**config.mk**
```make
export PLATFORM = sky130hd
export DESIGN_NAME = serial_switch_sel
export DESIGN_NICKNAME = d
export VERILOG_FILES = /design/src/rtl/ssel_pkg.sv /design/src/rtl/ssel_sync.sv /design/src/rtl/ssel_frame.sv /design/src/rtl/ssel_decode.sv /design/src/rtl/ssel_bbm.sv /design/src/rtl/serial_switch_sel.sv
export SDC_FILE = /design/constraint.sdc
export NUM_CORES = 1
export LEC_CHECK = 0
export BUFFER_PORTS_ARGS = -buffer_cell sky130_fd_sc_hd__buf_2
export CAP_MARGIN = 10
export CORE_MARGIN = 5
export CORE_UTILIZATION = 60
export DETAILED_ROUTE_END_ITERATION = 10
export PLACE_DENSITY = 0.81
export SKIP_CTS_REPAIR_TIMING = 1
export SYNTH_ARGS = -nofsm -noshare
export SYNTH_HDL_FRONTEND = slang
export SYNTH_HIERARCHICAL = 1
export SYNTH_SLANG_ARGS = --single-unit
```
**constraint.sdc**
```tcl
create_clock -name clk -period 7.2 [get_ports clk]
set_clock_uncertainty 0.1 [all_clocks]
set_input_delay 1.08 -clock clk [delete_from_list [all_inputs] [get_ports clk]]
set_output_delay 1.08 -clock clk [all_outputs]
set_load 0.01 [all_outputs]
```
**src/rtl/ssel_pkg.sv**
```systemverilog
package ssel_pkg;

    typedef enum logic [1:0] {
        ACT_RETAIN = 2'd0,
        ACT_OFF    = 2'd1,
        ACT_SELECT = 2'd2
    } ssel_act_e;

endpackage

```
**src/rtl/ssel_sync.sv**
```systemverilog
module ssel_sync #(
    parameter int          W       = 3,
    parameter int          STAGES  = 2,
    parameter logic [W-1:0] RST_VAL = '0
) (
    input  logic         clk,
    input  logic         rst_n,
    input  logic [W-1:0] d,
    output logic [W-1:0] q
);

    logic [STAGES-1:0][W-1:0] pipe_d, pipe_q;

    always_comb begin
        pipe_d[0] = d;
        for (int i = 1; i < STAGES; i++) begin
            pipe_d[i] = pipe_q[i-1];
        end
    end

    genvar g;
    generate
        for (g = 0; g < STAGES; g++) begin : g_stage
            always_ff @(posedge clk or negedge rst_n) begin
                if (!rst_n) pipe_q[g] <= RST_VAL;
                else        pipe_q[g] <= pipe_d[g];
            end
        end
    endgenerate

    assign q = pipe_q[STAGES-1];

endmodule

```
**src/rtl/ssel_frame.sv**
```systemverilog
module ssel_frame #(
    parameter int CMD_W = 8
) (
    input  logic             clk,
    input  logic             rst_n,
    input  logic             frame_s_n,
    input  logic             sclk_s,
    input  logic             sdin_s,
    output logic             cmd_vld,
    output logic [CMD_W-1:0] cmd_word
);

    localparam int CNT_W = $clog2(CMD_W + 1);
    localparam logic [CNT_W-1:0] LAST_BIT = CNT_W'(CMD_W - 1);

    typedef struct packed {
        logic             sclk_prev;
        logic [CNT_W-1:0] cnt;
        logic             done;
        logic [CMD_W-1:0] shreg;
        logic             vld;
        logic [CMD_W-1:0] word;
    } frame_st_t;

    frame_st_t st_d, st_q;
    logic      fall;
    logic [CMD_W-1:0] shifted;

    always_comb begin
        st_d           = st_q;
        st_d.vld       = 1'b0;
        st_d.sclk_prev = sclk_s;
        fall           = st_q.sclk_prev & ~sclk_s;
        shifted        = {st_q.shreg[CMD_W-2:0], sdin_s};
        if (frame_s_n) begin
            st_d.cnt  = '0;
            st_d.done = 1'b0;
        end else if (!st_q.done && fall) begin
            st_d.shreg = shifted;
            if (st_q.cnt == LAST_BIT) begin
                st_d.cnt  = '0;
                st_d.done = 1'b1;
                st_d.vld  = 1'b1;
                st_d.word = shifted;
            end else begin
                st_d.cnt = st_q.cnt + 1'b1;
            end
        end
    end

    always_ff @(posedge clk or negedge rst_n) begin
        if (!rst_n) st_q <= '0;
        else        st_q <= st_d;
    end

    assign cmd_vld  = st_q.vld;
    assign cmd_word = st_q.word;

endmodule

```
**src/rtl/ssel_decode.sv**
```systemverilog
module ssel_decode
    import ssel_pkg::*;
#(
    parameter int CMD_W  = 8,
    parameter int NUM_CH = 32,
    parameter int ADDR_W = 5
) (
    input  logic [CMD_W-1:0]  cmd_word,
    output ssel_act_e         act,
    output logic [ADDR_W-1:0] addr
);

    localparam int OFF_BIT  = CMD_W - 1;
    localparam int HOLD_BIT = CMD_W - 2;

    always_comb begin
        addr = cmd_word[ADDR_W-1:0];
        if (cmd_word[HOLD_BIT]) begin
            act = ACT_RETAIN;
        end else if (cmd_word[OFF_BIT]) begin
            act = ACT_OFF;
        end else if (32'(addr) >= 32'(NUM_CH)) begin
            act = ACT_OFF;
        end else begin
            act = ACT_SELECT;
        end
    end

endmodule

```
**src/rtl/ssel_bbm.sv**
```systemverilog
module ssel_bbm
    import ssel_pkg::*;
#(
    parameter int NUM_CH  = 32,
    parameter int ADDR_W  = 5,
    parameter int GAP_CYC = 2
) (
    input  logic              clk,
    input  logic              rst_n,
    input  logic              cmd_vld,
    input  ssel_act_e         act,
    input  logic [ADDR_W-1:0] addr,
    output logic [NUM_CH-1:0] sw_en
);

    localparam int GW = (GAP_CYC > 1) ? $clog2(GAP_CYC) : 1;

    typedef struct packed {
        logic [NUM_CH-1:0] out;
        logic              in_gap;
        logic [GW-1:0]     cnt;
        logic [ADDR_W-1:0] tgt;
    } bbm_st_t;

    bbm_st_t st_d, st_q;
    logic [NUM_CH-1:0] addr_hot, tgt_hot;

    always_comb begin
        addr_hot = '0;
        tgt_hot  = '0;
        for (int i = 0; i < NUM_CH; i++) begin
            if (32'(addr) == 32'(i))     addr_hot[i] = 1'b1;
            if (32'(st_q.tgt) == 32'(i)) tgt_hot[i]  = 1'b1;
        end
    end

    always_comb begin
        st_d = st_q;
        if (cmd_vld && act == ACT_OFF) begin
            st_d.out    = '0;
            st_d.in_gap = 1'b0;
            st_d.cnt    = '0;
        end else if (cmd_vld && act == ACT_SELECT) begin
            if (!(!st_q.in_gap && st_q.out == addr_hot)) begin
                st_d.out    = '0;
                st_d.in_gap = 1'b1;
                st_d.cnt    = GW'(GAP_CYC - 1);
                st_d.tgt    = addr;
            end
        end else if (st_q.in_gap) begin
            if (st_q.cnt == '0) begin
                st_d.out    = tgt_hot;
                st_d.in_gap = 1'b0;
            end else begin
                st_d.cnt = st_q.cnt - 1'b1;
            end
        end
    end

    always_ff @(posedge clk or negedge rst_n) begin
        if (!rst_n) st_q <= '0;
        else        st_q <= st_d;
    end

    assign sw_en = st_q.out;

endmodule

```
**src/rtl/serial_switch_sel.sv**
```systemverilog
module serial_switch_sel
    import ssel_pkg::*;
#(
    parameter int NUM_CH      = 32,
    parameter int CMD_W       = 8,
    parameter int SYNC_STAGES = 2,
    parameter int GAP_CYC     = 2
) (
    input  logic              clk,
    input  logic              rst_n,
    input  logic              frame_n,
    input  logic              sclk,
    input  logic              sdin,
    output logic [NUM_CH-1:0] sw_en
);

    localparam int ADDR_W = $clog2(NUM_CH);

    logic [2:0]       pins_s;
    logic             cmd_vld;
    logic [CMD_W-1:0] cmd_word;
    ssel_act_e        act;
    logic [ADDR_W-1:0] addr;

    ssel_sync #(
        .W       (3),
        .STAGES  (SYNC_STAGES),
        .RST_VAL (3'b100)
    ) u_sync (
        .clk   (clk),
        .rst_n (rst_n),
        .d     ({frame_n, sclk, sdin}),
        .q     (pins_s)
    );

    ssel_frame #(
        .CMD_W (CMD_W)
    ) u_frame (
        .clk       (clk),
        .rst_n     (rst_n),
        .frame_s_n (pins_s[2]),
        .sclk_s    (pins_s[1]),
        .sdin_s    (pins_s[0]),
        .cmd_vld   (cmd_vld),
        .cmd_word  (cmd_word)
    );

    ssel_decode #(
        .CMD_W  (CMD_W),
        .NUM_CH (NUM_CH),
        .ADDR_W (ADDR_W)
    ) u_dec (
        .cmd_word (cmd_word),
        .act      (act),
        .addr     (addr)
    );

    ssel_bbm #(
        .NUM_CH  (NUM_CH),
        .ADDR_W  (ADDR_W),
        .GAP_CYC (GAP_CYC)
    ) u_bbm (
        .clk     (clk),
        .rst_n   (rst_n),
        .cmd_vld (cmd_vld),
        .act     (act),
        .addr    (addr),
        .sw_en   (sw_en)
    );

endmodule

```
==> flow_summary_export.csv <==
group,metric,value,unit
power_and_ir_drop,powerDensity,191.4,nW/um^2
cts,clk_latency,0.34,ns
grt,grt_pass1_vias,2726,
status,status,"completed",
critical_path,cp-end-kind,"flop",
grt,antenna_found_initial,0,
sta,fin_crit,4.097,ns
placement,io_buffers,36,
grt,grt_pass1_wl,14430,um
cts,clock_path_buffers,2,
sta,rsz0062_at_grt,"false",
cts,htree_levels,3,
routing,drt_iter0_drc,351,
critical_path,cpPeakStageDelay,0.86,ns
critical_path,startpoint_type,"flop",
layout,utilization,0.6290,
grt,gr-total-overflow,0,
floorplan,pin_count,37,
sta,drv_slew,0,
routing,drtPass1Iterations,6,
sta,maxSlewHeadroom,0.4335,
cts,cts_tree,"built",
cts,cts_inserted_buffers,9,
yosys,synth_fp_nets,376,
floorplan,die-width,90.44,um
placement,gp_congestion,0.9137,
critical_path,crit_fanout,24,
sta,fin_crit_sh,0.5691,
floorplan,initial_core_util,0.6149,
critical_path,cp_slowest_cell,"dfrtp_1",
grt,grt_max_degree,67,
yosys,avgSynthCellArea,10.49,um^2
cts,clock_sinks,66,
cts,cts-root-buf,"clkbuf_8",
routing,vias,2938,
routing,vias_per_cell,6.677,
power_and_ir_drop,p_leak,0.001746,uW
sta,hold_viol_final,0,
hold_path,hold_path_startpoint,"u_sync/pipe_d[3]",
layout,n_antenna_cell,0,
critical_path,r2r-start,"u_frame/cmd_word[0]",
floorplan,die_area,8179,um^2
yosys,yosys_warnings,6,
critical_path,required,7.36,ns
critical_path,crit_type,"reg -> reg",
placement,dpl.hpwl,5917,um
sta,setup_tns,0,ns
routing,drc,0,
run,maxCapViolations,0,
floorplan,die_h,90.44,um
critical_path,crit_arrival,4.26,ns
layout,areaGrowthSynthToFinish,2.288,%
floorplan,coreArea,6314,um^2
sta,finalSetupViolations,0,
yosys,syn_inst,370,
grt,gr-usage-all-layers,0.2174,
hold_path,whs_path_depth,0,
sta,max_freq,244.1,MHz
routing,wirelength,8970,um
power_and_ir_drop,ir_drop,0.2115,mV
critical_path,cp_cell_sequence,"or3b_1 > nor4b_1 > a21oi_1 > or4_1 > or4_4 > o21ai_2 > buf_8 > o2bb2ai_1",
critical_path,path_depth,8,
hold_path,hold_class,"reg -> reg",
floorplan,rows,29,
critical_path,cp_top_family,"simple AND/OR/NAND/NOR gates",
critical_path,crit_buf_inv,1,
yosys,synth_area,3882,um^2
layout,final_nets,364,
cts,clk_pin_slew_worst_paths,0.08,ns
routing,ant_nets,0,
layout,drive_above_1_share,0.2507,
sta,worstMarginPinSlew,0.8497,ns
critical_path,r2r_cells,8,
routing,wl_per_cell,20.39,um
critical_path,startpoint,"u_frame/cmd_word[0]",
## sequential cells by signal, indices dropped and copies added, names as in the netlist
signal / count
u_bbm/st_q: 7
u_sync/pipe_d: 3
u_frame/cmd_vld: 1
u_sync/q: 3
u_bbm/sw_en: 32
u_frame/st_q: 6
u_frame/cmd_word: 7
u_frame/shifted: 7
## cell usage in the layout, fill, tap and decap left out, types with 8 or more instances in the layout
| cell type | count |
|---|---|
| mux2_2 | 8 |
| nand2_1 | 15 |
| nor2_1 | 18 |
| nor3_1 | 12 |
| a21oi_1 | 8 |
| inv_1 | 10 |
| clkbuf_8 | 11 |
| mux2_4 | 12 |
| buf_2 | 36 |
| nand3b_1 | 9 |
| a22o_1 | 16 |
| nor3b_1 | 9 |
| o2bb2ai_1 | 16 |
| nand2b_1 | 9 |
| dfrtp_1 | 64 |
## path summary, 6_finish.rpt
kind                               endpoint  slack, ns
max                         u_bbm/sw_en[27]       3.10
min                             u_sync/q[0]       0.25
max reg2reg                 u_bbm/sw_en[27]       3.10
min reg2reg                     u_sync/q[0]       0.25
max in group asynchronous    u_bbm/sw_en[9]       5.67
min in group asynchronous  u_frame/st_q[19]       0.80
## layer usage
layer  global-route usage  wire (um)  share of wire  up-vias
met5                    0          0              0        -
met4              0.07940        224          0.025        0
met2               0.3274       4227           0.47      122
met3              0.06250        590          0.066       32
met1               0.2983       3928           0.44     1462
li1                     -          -              -     1322
## layout make-up
type | instances | area (um^2)
clock inverter | 5 | 62.56
timing repair buffer | 39 | 210.2
multi-input combinational | 232 | 1759
clock buffer | 11 | 151.4
fill | 507 | 2342
tap | 77 | 96.34
inverter | 10 | 37.54
sequential | 66 | 1654
## where the power goes
| group | internal [uW] | switching (uW) | leakage, uW |
|---|---|---|---|
| Sequential | 389 | 13.4 | 0.000887 |
| Clock | 180 | 149 | 0.000102 |
| Combinational | 15.3 | 12.8 | 0.000758 |
| Total | 585 | 176 | 0.00175 |
## metrics by stage
stage | power (uW) | cell area [um^2] | instances | hold slack [ns] | worst slack [ns]
after floorplan | 423.4 | 3882 | 370 | 0.2312 | 3.800
after global placement | 435.8 | 3742 | 423 | 0.2347 | 3.054
after detailed placement | 438.6 | 3742 | 423 | 0.2358 | 2.921
after CTS | 765.5 | 3956 | 439 | 0.2520 | 2.893
after global routing | 787.7 | 3971 | 440 | 0.2707 | 2.975
final | 760.1 | 3971 | 440 | 0.2490 | 3.103
Power figures use the tool's default switching activity.
